**src/rtl/run_budget_pkg.sv**
```systemverilog
// Package: shared state encoding and register addresses for the run controller.
// Assumes word addressing on a narrow register bus.
package run_budget_pkg;

    typedef enum logic [1:0] {
        RS_STOP  = 2'd0,
        RS_EXEC  = 2'd1,
        RS_DRAIN = 2'd2
    } run_state_e;

    localparam int unsigned REG_BUDGET = 0;
    localparam int unsigned REG_CMD    = 1;
    localparam int unsigned REG_STATUS = 2;
    localparam int unsigned STAT_CNT_LSB = 8;

endpackage

```
**src/rtl/budget_counter.sv**
```systemverilog
// Module: holds the remaining cycle budget. Loads on request, counts down on request.
// Assumes the caller never asks to count down at zero.
module budget_counter #(
    parameter int unsigned CNT_W = 16
) (
    input  logic             clk,
    input  logic             rst_n,
    input  logic             load_en,
    input  logic [CNT_W-1:0] load_val,
    input  logic             dec_en,
    output logic [CNT_W-1:0] count,
    output logic             is_zero
);

    // Budget register: reset, load, or count down by one.
    always_ff @(posedge clk) begin
        if (!rst_n) begin
            count <= '0;
        end else if (load_en) begin
            count <= load_val;
        end else if (dec_en) begin
            count <= count - 1'b1;
        end
    end

    // Zero detect for the sequencer.
    always_comb is_zero = (count == '0);

endmodule

```
**src/rtl/run_seq_fsm.sv**
```systemverilog
// Module: sequencer for stop / execute / drain-wait.
// Drives the model enable and the budget decrement, and grants budget loads only while stopped.
// Assumes msg_pending is already synchronous to clk.
module run_seq_fsm
    import run_budget_pkg::*;
(
    input  logic       clk,
    input  logic       rst_n,
    input  logic       run_req,
    input  logic       msg_pending,
    input  logic       cnt_zero,
    output run_state_e state,
    output logic       model_ce,
    output logic       dec_en,
    output logic       load_ok
);

    run_state_e state_nx;

    // Next-state selection; a pending message outranks an empty budget.
    always_comb begin
        state_nx = state;
        case (state)
            RS_STOP:  if (run_req && !cnt_zero) state_nx = RS_EXEC;
            RS_EXEC: begin
                if (msg_pending)   state_nx = RS_DRAIN;
                else if (cnt_zero) state_nx = RS_STOP;
            end
            RS_DRAIN: if (!msg_pending) state_nx = cnt_zero ? RS_STOP : RS_EXEC;
            default:  state_nx = RS_STOP;
        endcase
    end

    // State register.
    always_ff @(posedge clk) begin
        if (!rst_n) state <= RS_STOP;
        else        state <= state_nx;
    end

    // Enable and decrement only while executing with budget and no pending message.
    always_comb begin
        model_ce = (state == RS_EXEC) && !msg_pending && !cnt_zero;
        dec_en   = model_ce;
        load_ok  = (state == RS_STOP);
    end

endmodule

```
**src/rtl/bus_regif.sv**
```systemverilog
// Module: register bus decode and readback for the run controller.
// Assumes single-cycle accesses; reads are combinational from the address.
module bus_regif
    import run_budget_pkg::*;
#(
    parameter int unsigned ADDR_W = 2,
    parameter int unsigned DATA_W = 32,
    parameter int unsigned CNT_W  = 16
) (
    input  logic              bus_sel,
    input  logic              bus_wr,
    input  logic [ADDR_W-1:0] bus_addr,
    input  logic [DATA_W-1:0] bus_wdata,
    output logic [DATA_W-1:0] bus_rdata,
    input  run_state_e        state,
    input  logic              msg_pending,
    input  logic [CNT_W-1:0]  count,
    output logic              load_req,
    output logic [CNT_W-1:0]  load_val,
    output logic              run_req
);

    logic wr_hit;

    // Write strobes for the budget and command registers.
    always_comb begin
        wr_hit   = bus_sel && bus_wr;
        load_req = wr_hit && (bus_addr == ADDR_W'(REG_BUDGET));
        run_req  = wr_hit && (bus_addr == ADDR_W'(REG_CMD)) && bus_wdata[0];
        load_val = bus_wdata[CNT_W-1:0];
    end

    // Readback mux: budget, status word, or zero.
    always_comb begin
        bus_rdata = '0;
        if (bus_addr == ADDR_W'(REG_BUDGET)) begin
            bus_rdata[CNT_W-1:0] = count;
        end else if (bus_addr == ADDR_W'(REG_STATUS)) begin
            bus_rdata[1:0] = state;
            bus_rdata[2]   = msg_pending;
            bus_rdata[STAT_CNT_LSB +: CNT_W] = count;
        end
    end

endmodule

```
**src/rtl/run_budget_ctrl.sv**
```systemverilog
// Top: cycle-budgeted model run controller. Connects the register interface, the sequencer and the budget counter.
// Assumes CNT_W + 8 <= DATA_W so that the budget fits into the status word.
module run_budget_ctrl
    import run_budget_pkg::*;
#(
    parameter int unsigned ADDR_W = 2,
    parameter int unsigned DATA_W = 32,
    parameter int unsigned CNT_W  = 16
) (
    input  logic              clk,
    input  logic              rst_n,
    input  logic              bus_sel,
    input  logic              bus_wr,
    input  logic [ADDR_W-1:0] bus_addr,
    input  logic [DATA_W-1:0] bus_wdata,
    output logic [DATA_W-1:0] bus_rdata,
    input  logic              msg_pending,
    output logic              model_ce
);

    run_state_e       state;
    logic [CNT_W-1:0] count;
    logic [CNT_W-1:0] load_val;
    logic             cnt_zero;
    logic             dec_en;
    logic             load_ok;
    logic             load_req;
    logic             run_req;
    logic             load_en;

    // Budget loads are honoured only while stopped.
    always_comb load_en = load_req && load_ok;

    bus_regif #(.ADDR_W(ADDR_W), .DATA_W(DATA_W), .CNT_W(CNT_W)) u_regif (
        .bus_sel     (bus_sel),
        .bus_wr      (bus_wr),
        .bus_addr    (bus_addr),
        .bus_wdata   (bus_wdata),
        .bus_rdata   (bus_rdata),
        .state       (state),
        .msg_pending (msg_pending),
        .count       (count),
        .load_req    (load_req),
        .load_val    (load_val),
        .run_req     (run_req)
    );

    run_seq_fsm u_fsm (
        .clk         (clk),
        .rst_n       (rst_n),
        .run_req     (run_req),
        .msg_pending (msg_pending),
        .cnt_zero    (cnt_zero),
        .state       (state),
        .model_ce    (model_ce),
        .dec_en      (dec_en),
        .load_ok     (load_ok)
    );

    budget_counter #(.CNT_W(CNT_W)) u_cnt (
        .clk      (clk),
        .rst_n    (rst_n),
        .load_en  (load_en),
        .load_val (load_val),
        .dec_en   (dec_en),
        .count    (count),
        .is_zero  (cnt_zero)
    );

endmodule

```
**config.mk**
```make
export PLATFORM = sky130hd
export DESIGN_NAME = run_budget_ctrl
export DESIGN_NICKNAME = d
export VERILOG_FILES = /design/src/rtl/run_budget_pkg.sv /design/src/rtl/budget_counter.sv /design/src/rtl/run_seq_fsm.sv /design/src/rtl/bus_regif.sv /design/src/rtl/run_budget_ctrl.sv
export SDC_FILE = /design/constraint.sdc
export NUM_CORES = 1
export LEC_CHECK = 0
export ABC_AREA = 1
export CELL_PAD_IN_SITES_DETAIL_PLACEMENT = 2
export CELL_PAD_IN_SITES_GLOBAL_PLACEMENT = 2
export CORE_ASPECT_RATIO = 2
export CORE_MARGIN = 2
export CORE_UTILIZATION = 18
export DETAILED_ROUTE_END_ITERATION = 6
export PLACE_DENSITY_LB_ADDON = 0.12
export SYNTH_ARGS = -nofsm -noshare
export SYNTH_HDL_FRONTEND = slang
export SYNTH_SLANG_ARGS = --single-unit
```
**constraint.sdc**
```tcl
create_clock -name clk -period 1.5 [get_ports clk]
set_input_delay 0.3 -clock clk [delete_from_list [all_inputs] [get_ports clk]]
set_output_delay 0.3 -clock clk [all_outputs]
set_load 0.005 [all_outputs]
```
### Word level (Yosys, flattened, before mapping)

Index checks and enable logic that the tools add are counted.
W data, S select, Z words.

* register bits: 18
* bits in latches: 0
* bits in writable memories: 0
* memory bits (read-only): 0
* input bits: 39
* output and inout bits: 33
* word-level logic and storage cells: 39
* memories kept: 0

* add/subtract/negate cells: 1
* multipliers: 0
* div/mod/pow operators: 0
* $lt $le $gt $ge: 0
* equality and inequality tests: 7
* shift operators: 0
* multiplexer cells: 14
* bitwise gates (word level): 0
* reductions and logical operators: 15

Operators by type and width (number)
* $mux W16: 3
* $logic_not A16 Y1: 1
* $mux W8: 2
* $sub A16 B1 Y16 const B: 1
* $logic_and A1 B1 Y1: 8
* $mux W2: 4
* $mux W3: 2
* $pmux W2 S3: 1
* $mux W5: 1
* $eq A2 B1 Y1 const B: 2
* $eq A2 B2 Y1 const B: 2
* $logic_not A2 Y1: 2
* $ne A3 B2 Y1 const B: 1
* $reduce_and A3 Y1: 1
* $logic_not A1 Y1: 2
* $ne A2 B1 Y1 const B: 1
* $ne A2 B2 Y1 const B: 1
* $reduce_bool A2 Y1: 1
* $mux W1: 1

### Depth between registers and ports, before layout

Gate-level depths: netlist (run 1).

* word-level depth: 6
* gate-level depth with buffers: 11

### Hierarchy

A second synthesis (run 1) with hierarchy kept.

* cell total of the unflattened synthesis: 291
* area total of the unflattened synthesis: 1706.6 µm²

Modules (own cells, without submodules)
* budget_counter: instances 1, cells each 174, area each 1102.3 µm², seq. area each 320.3 µm²
* bus_regif: instances 1, cells each 96, area each 480.5 µm², seq. area each 0.0 µm²
* run_seq_fsm: instances 1, cells each 19, area each 116.4 µm², seq. area each 40.0 µm²
* run_budget_ctrl: instances 1, cells each 2, area each 7.5 µm², seq. area each 0.0 µm²

### Worst setup path after synthesis (run 1)

Ideal clock, no wire load.

* path type: register to register
* start: register u_cnt.count[0]
* end: register u_cnt.count[4]
* setup time: 0.120 ns
* data arrival time: 1.370 ns
* required time: 1.380 ns
* path slack: 0.010 ns
* stages on the path, launching flop included: 11
* period minus slack after synthesis: 1.490 ns
* cells stage by stage: dfxtp_1 -> inv_1 -> ha_1 -> nand2_2 -> nor2_4 -> nand2_4 -> nand2_4 -> nand2_4 -> buf_6 -> o21ai_0 -> a21oi_1

* cells in the longest elaborated chain, start to end: 4

Ends and longest elaborated chain
* start, declared: RTL line budget_counter.sv:11 `output logic [CNT_W-1:0] count,`
* start signal, assigned: RTL line budget_counter.sv:20 `count <= load_val;`
* start signal, assigned: RTL line budget_counter.sv:22 `count <= count - 1'b1;`
* parallel branches: the longest is 4 deep, another holds $sub A16 B1 Y16

Several ways; the timed one is not identified. The select of a mux whose other input is x is not followed.
A chain may end at the register's enable or synchronous reset.

### Worst setup path in the final report (run 1)

* start: register u_cnt.count[0]
* end: output port model_ce

* cells in the longest elaborated chain, start to end: 3

Ends and longest elaborated chain
* $logic_not A16 Y1: RTL line budget_counter.sv:27 `always_comb is_zero = (count == '0);`
* $logic_not A1 Y1: RTL line run_seq_fsm.sv:42 `model_ce = (state == RS_EXEC) && !msg_pending && !cnt_zero;`
* $logic_and A1 B1 Y1: RTL line run_seq_fsm.sv:42
* end, declared: RTL line run_budget_ctrl.sv:18 `output logic model_ce`

No other way between the ends.

==> results of run 1 <==
[cell usage after synthesis]
cell type,n
buf_6,2
inv_1,29
a31oi_1,1
a21boi_0,1
inv_2,2
o21ai_0,19
mux2i_1,1
xor2_1,1
conb_1,1
ha_1,1
nor2_1,59
nor3_2,1
nand2_1,54
or2_2,1
dfxtp_1,18
nor2_4,1
nor3_1,1
a21oi_1,11
clkinv_8,1
buf_4,9
buf_2,1
xnor2_1,1
buf_1,1
nand3_1,21
clkbuf_1,2
o22ai_1,10
nand4_1,1
nor2_2,4
nand2_4,4
o21ai_1,5
nand2_2,2
[metrics by stage]
step	power, W	std cells
3_3_place_gp	0.001554	460
6_report	0.002380	482
3_5_place_dp	0.001585	460
5_1_grt	0.002554	482
2_1_floorplan	0.001080	273
4_1_cts	0.002323	478
[state kept, by name (all words and copies together), names as in the netlist]
name         cells
u_cnt.count     16
u_fsm.state      2
[what timing repair did]
| item | CTS | global route |
|---|---|---|
| gates cloned | 3 | 0 |
| resized for setup | 153 | 39 |
| endpoints found under the setup margin | 42 | 33 |
| buffers inserted | 13 | 5 |
| pin swaps | 12 | 8 |
[power groups by stage]
stage	clock (W)	sequential, W	combinational (W)
after CTS	0.000598	0.000544	0.00118
after floorplan	0	0.000553	0.000527
after global routing	0.000623	0.000548	0.00138
after global placement	0	0.000548	0.00101
final	0.000585	0.000543	0.00125
after detailed placement	0	0.000549	0.00104
[how the worst max path moves through the flow]
stage / slack, ps / to / from / cells after the start
after detailed placement: -630 / bus_rdata[9] / bus_addr[0] / 6
after global placement: -610 / bus_rdata[13] / bus_addr[0] / 6
after CTS: -70 / u_cnt.count[8] / u_cnt.count[0] / 12
after global routing: -160 / model_ce / u_cnt.count[0] / 8
final: -90 / model_ce / u_cnt.count[0] / 8
after floorplan: 10 / u_cnt.count[4] / u_cnt.count[0] / 10
[routing by layer]
metal,share of wire [%],vias up,global-route usage (%),wire length (um)
met1,34,1101,17.05,2875
li1,-,1077,-,-
met2,60,59,39.74,5141
met3,3.7,13,1.791,312
met5,0,-,0,0
met4,2.5,0,7.516,215
[final cells by class]
type                       count  area [um2]  share of cell area, %
multi-input combinational    208        1190                  40.03
timing repair buffer         123        1079                  36.28
sequential                    18       369.1                  12.42
inverter                      32       137.6                  4.630
tap                           98       122.6                  4.125
clock buffer                   3       75.07                  2.525
[worst min-delay path: stages, from the launching register on]
cell and delay [ps]:
dfxtp_2 340, buf_4 110, o21ai_2 50, nor2_1 60
[cells by family after synthesis]
family,Yosys count,share of synthesized area [%]
AND/OR/NAND/NOR,149,42.10
AO/OA/AOI/OAI,47,16.28
buffers and inverters,47,15.46
flip-flops,18,23.32
XOR/XNOR,2,1.134
adder cells (fa/ha/maj),1,0.8096
other,1,0.2427
multiplexers,1,0.6478
==> flow_metrics.tcl, run 1 <==
set metrics [dict create \
    outcome "finished with violations" \
    failed_checks "negative setup slack" \
    n_antenna_cell 0 \
    cpMaxStageDelayCell "dfxtp_2" \
    place_hpwl_mm 6.256 \
    rsz0062_at_grt "yes" \
    clkPwrFrac_pct 24.6 \
    globalplace.congestion 0.8413 \
    numClockSinks 18 \
    pin_count 72 \
    netlist_instances 266 \
    finalSetupTns_ps -776.7 \
    max_freq_ghz 0.6274 \
    path_max_fanout 2 \
    synth_top_cell_area_share_pct 23.32 \
    dr.pass1.iters 4 \
    n_fill_cell 1005 \
    drv_slew 0 \
    postCtsHoldBufs 0 \
    post_dp_cell_area_mm2 0.002524 \
    worstReg2RegStart "u_cnt.count[0]" \
    synth_cell_type_count 31 \
    root_buffer "clkbuf_16" \
    p_sw_share_pct 38.69 \
    yosysSeqAreaShare_pct 23.32 \
    cp-start-kind "register" \
    path_cells "inv_2, ha_4, nand2_4, nor2_4, nand2_4, nand2_4, inv_2, buf_6" \
    post-place-ws_ps -633.4 \
    cp_common_cell "nand2_4" \
    p_leak_nw 1.440 \
    grt_max_degree 14 \
    comb_power_share_pct 52.6 \
    area_growth_syn_to_layout_pct 92.39 \
    clockBufferDepth 2 \
    syn_area_per_cell_um2 5.809 \
    htreeDepth 1 \
    drc 0 \
    post-route-util_pct 35.85 \
    layout_common_cells "62 x buf_4, 49 x nand2_1, 47 x nor2_1" \
    power_density_mw_per_mm2 800.6 \
    clk_latency_ps 260 \
    drtIter0Drc 57 \
    num_vias 2250 \
    die_area_mm2 0.009387 \
    crit_path_end_kind "primary output" \
    min_period_ps 1594 \
    synth_area_mm2 0.001545 \
    hp-start "u_cnt.count[0]" \
    maxCapViolations 0 \
    final_common_cell "buf_4" \
    fin_nets 426 \
    rrSetupSlack_ps -80 \
    cp_num_buf_inv 3 \
    pwr-share-seq_pct 22.8 \
    p_int_w 0.001459 \
    portBuffers 47 \
    finalHoldViolCount 0 \
    layout_setup_ws_ps -93.93 \
    max_stage_delay_ps 330 \
    ant_nets 0 \
    cts_tree "done" \
    finalCritPeriodShare_pct 106.3 \
    ys_top_cells_by_area "dfxtp_1 23%, nor2_1 14%, nand2_1 13%" \
    crit_family "simple AND/OR/NAND/NOR gates" \
    grt_pass1_wl_mm 13.14 \
    wl_per_cell_um 17.73 \
    stdcell_area_mm2 0.002973 \
    antenna_found_initial 0 \
    initial_core_util_pct 18.64 \
    critical_path_arrival_ps 1290 \
    setup_viol 15 \
    num_rows 47 \
    vdd_drop_max_v 0.0004031 \
    die_y_um 135.0 \
    fp.dieW_um 69.52 \
    finClkSkew_ps 3.741 \
    whs_path_depth 3 \
    r2r-end "u_cnt.count[9]" \
    grt_overflow 0 \
    yosysWarnings 0 \
    worstRegToRegCells 12 \
    clkSlewWorstSetupHoldPaths_ps 60 \
    yosysTopAreaCell "dfxtp_1" \
    wl_mm 8.545 \
    ys_ff_latch 18 \
    hold-path-endpoint "u_cnt.count[0]" \
    coreArea_mm2 0.008292 \
    grt_usage_pct 18.62 \
    hold_class "reg2reg" \
    drt-vias-per-instance 4.668 \
    worstSetupPathType "reg2out" \
    cts_buffers 3 \
    p_sw_w 0.0009209 \
    required_ps 1200 \
    first_global_vias 2490 \
    drive_above_1_share_pct 43.75 \
    fin_hold_ws_ps 592.7 \
]
No activity file was read; power rests on OpenSTA's default activity.
==> inputs of run 2 (changes only) <==
Settings changed: CAP_MARGIN set to 20.
==> results of run 2 <==
Same layout as run 1: the final DEF is identical, and so are final timing and power.
==> inputs of run 3 (changes only) <==
Settings changed: GPL_ROUTABILITY_DRIVEN set to 0.
==> results of run 3 <==
Same layout as run 1: the final DEF is identical, and so are final timing and power.
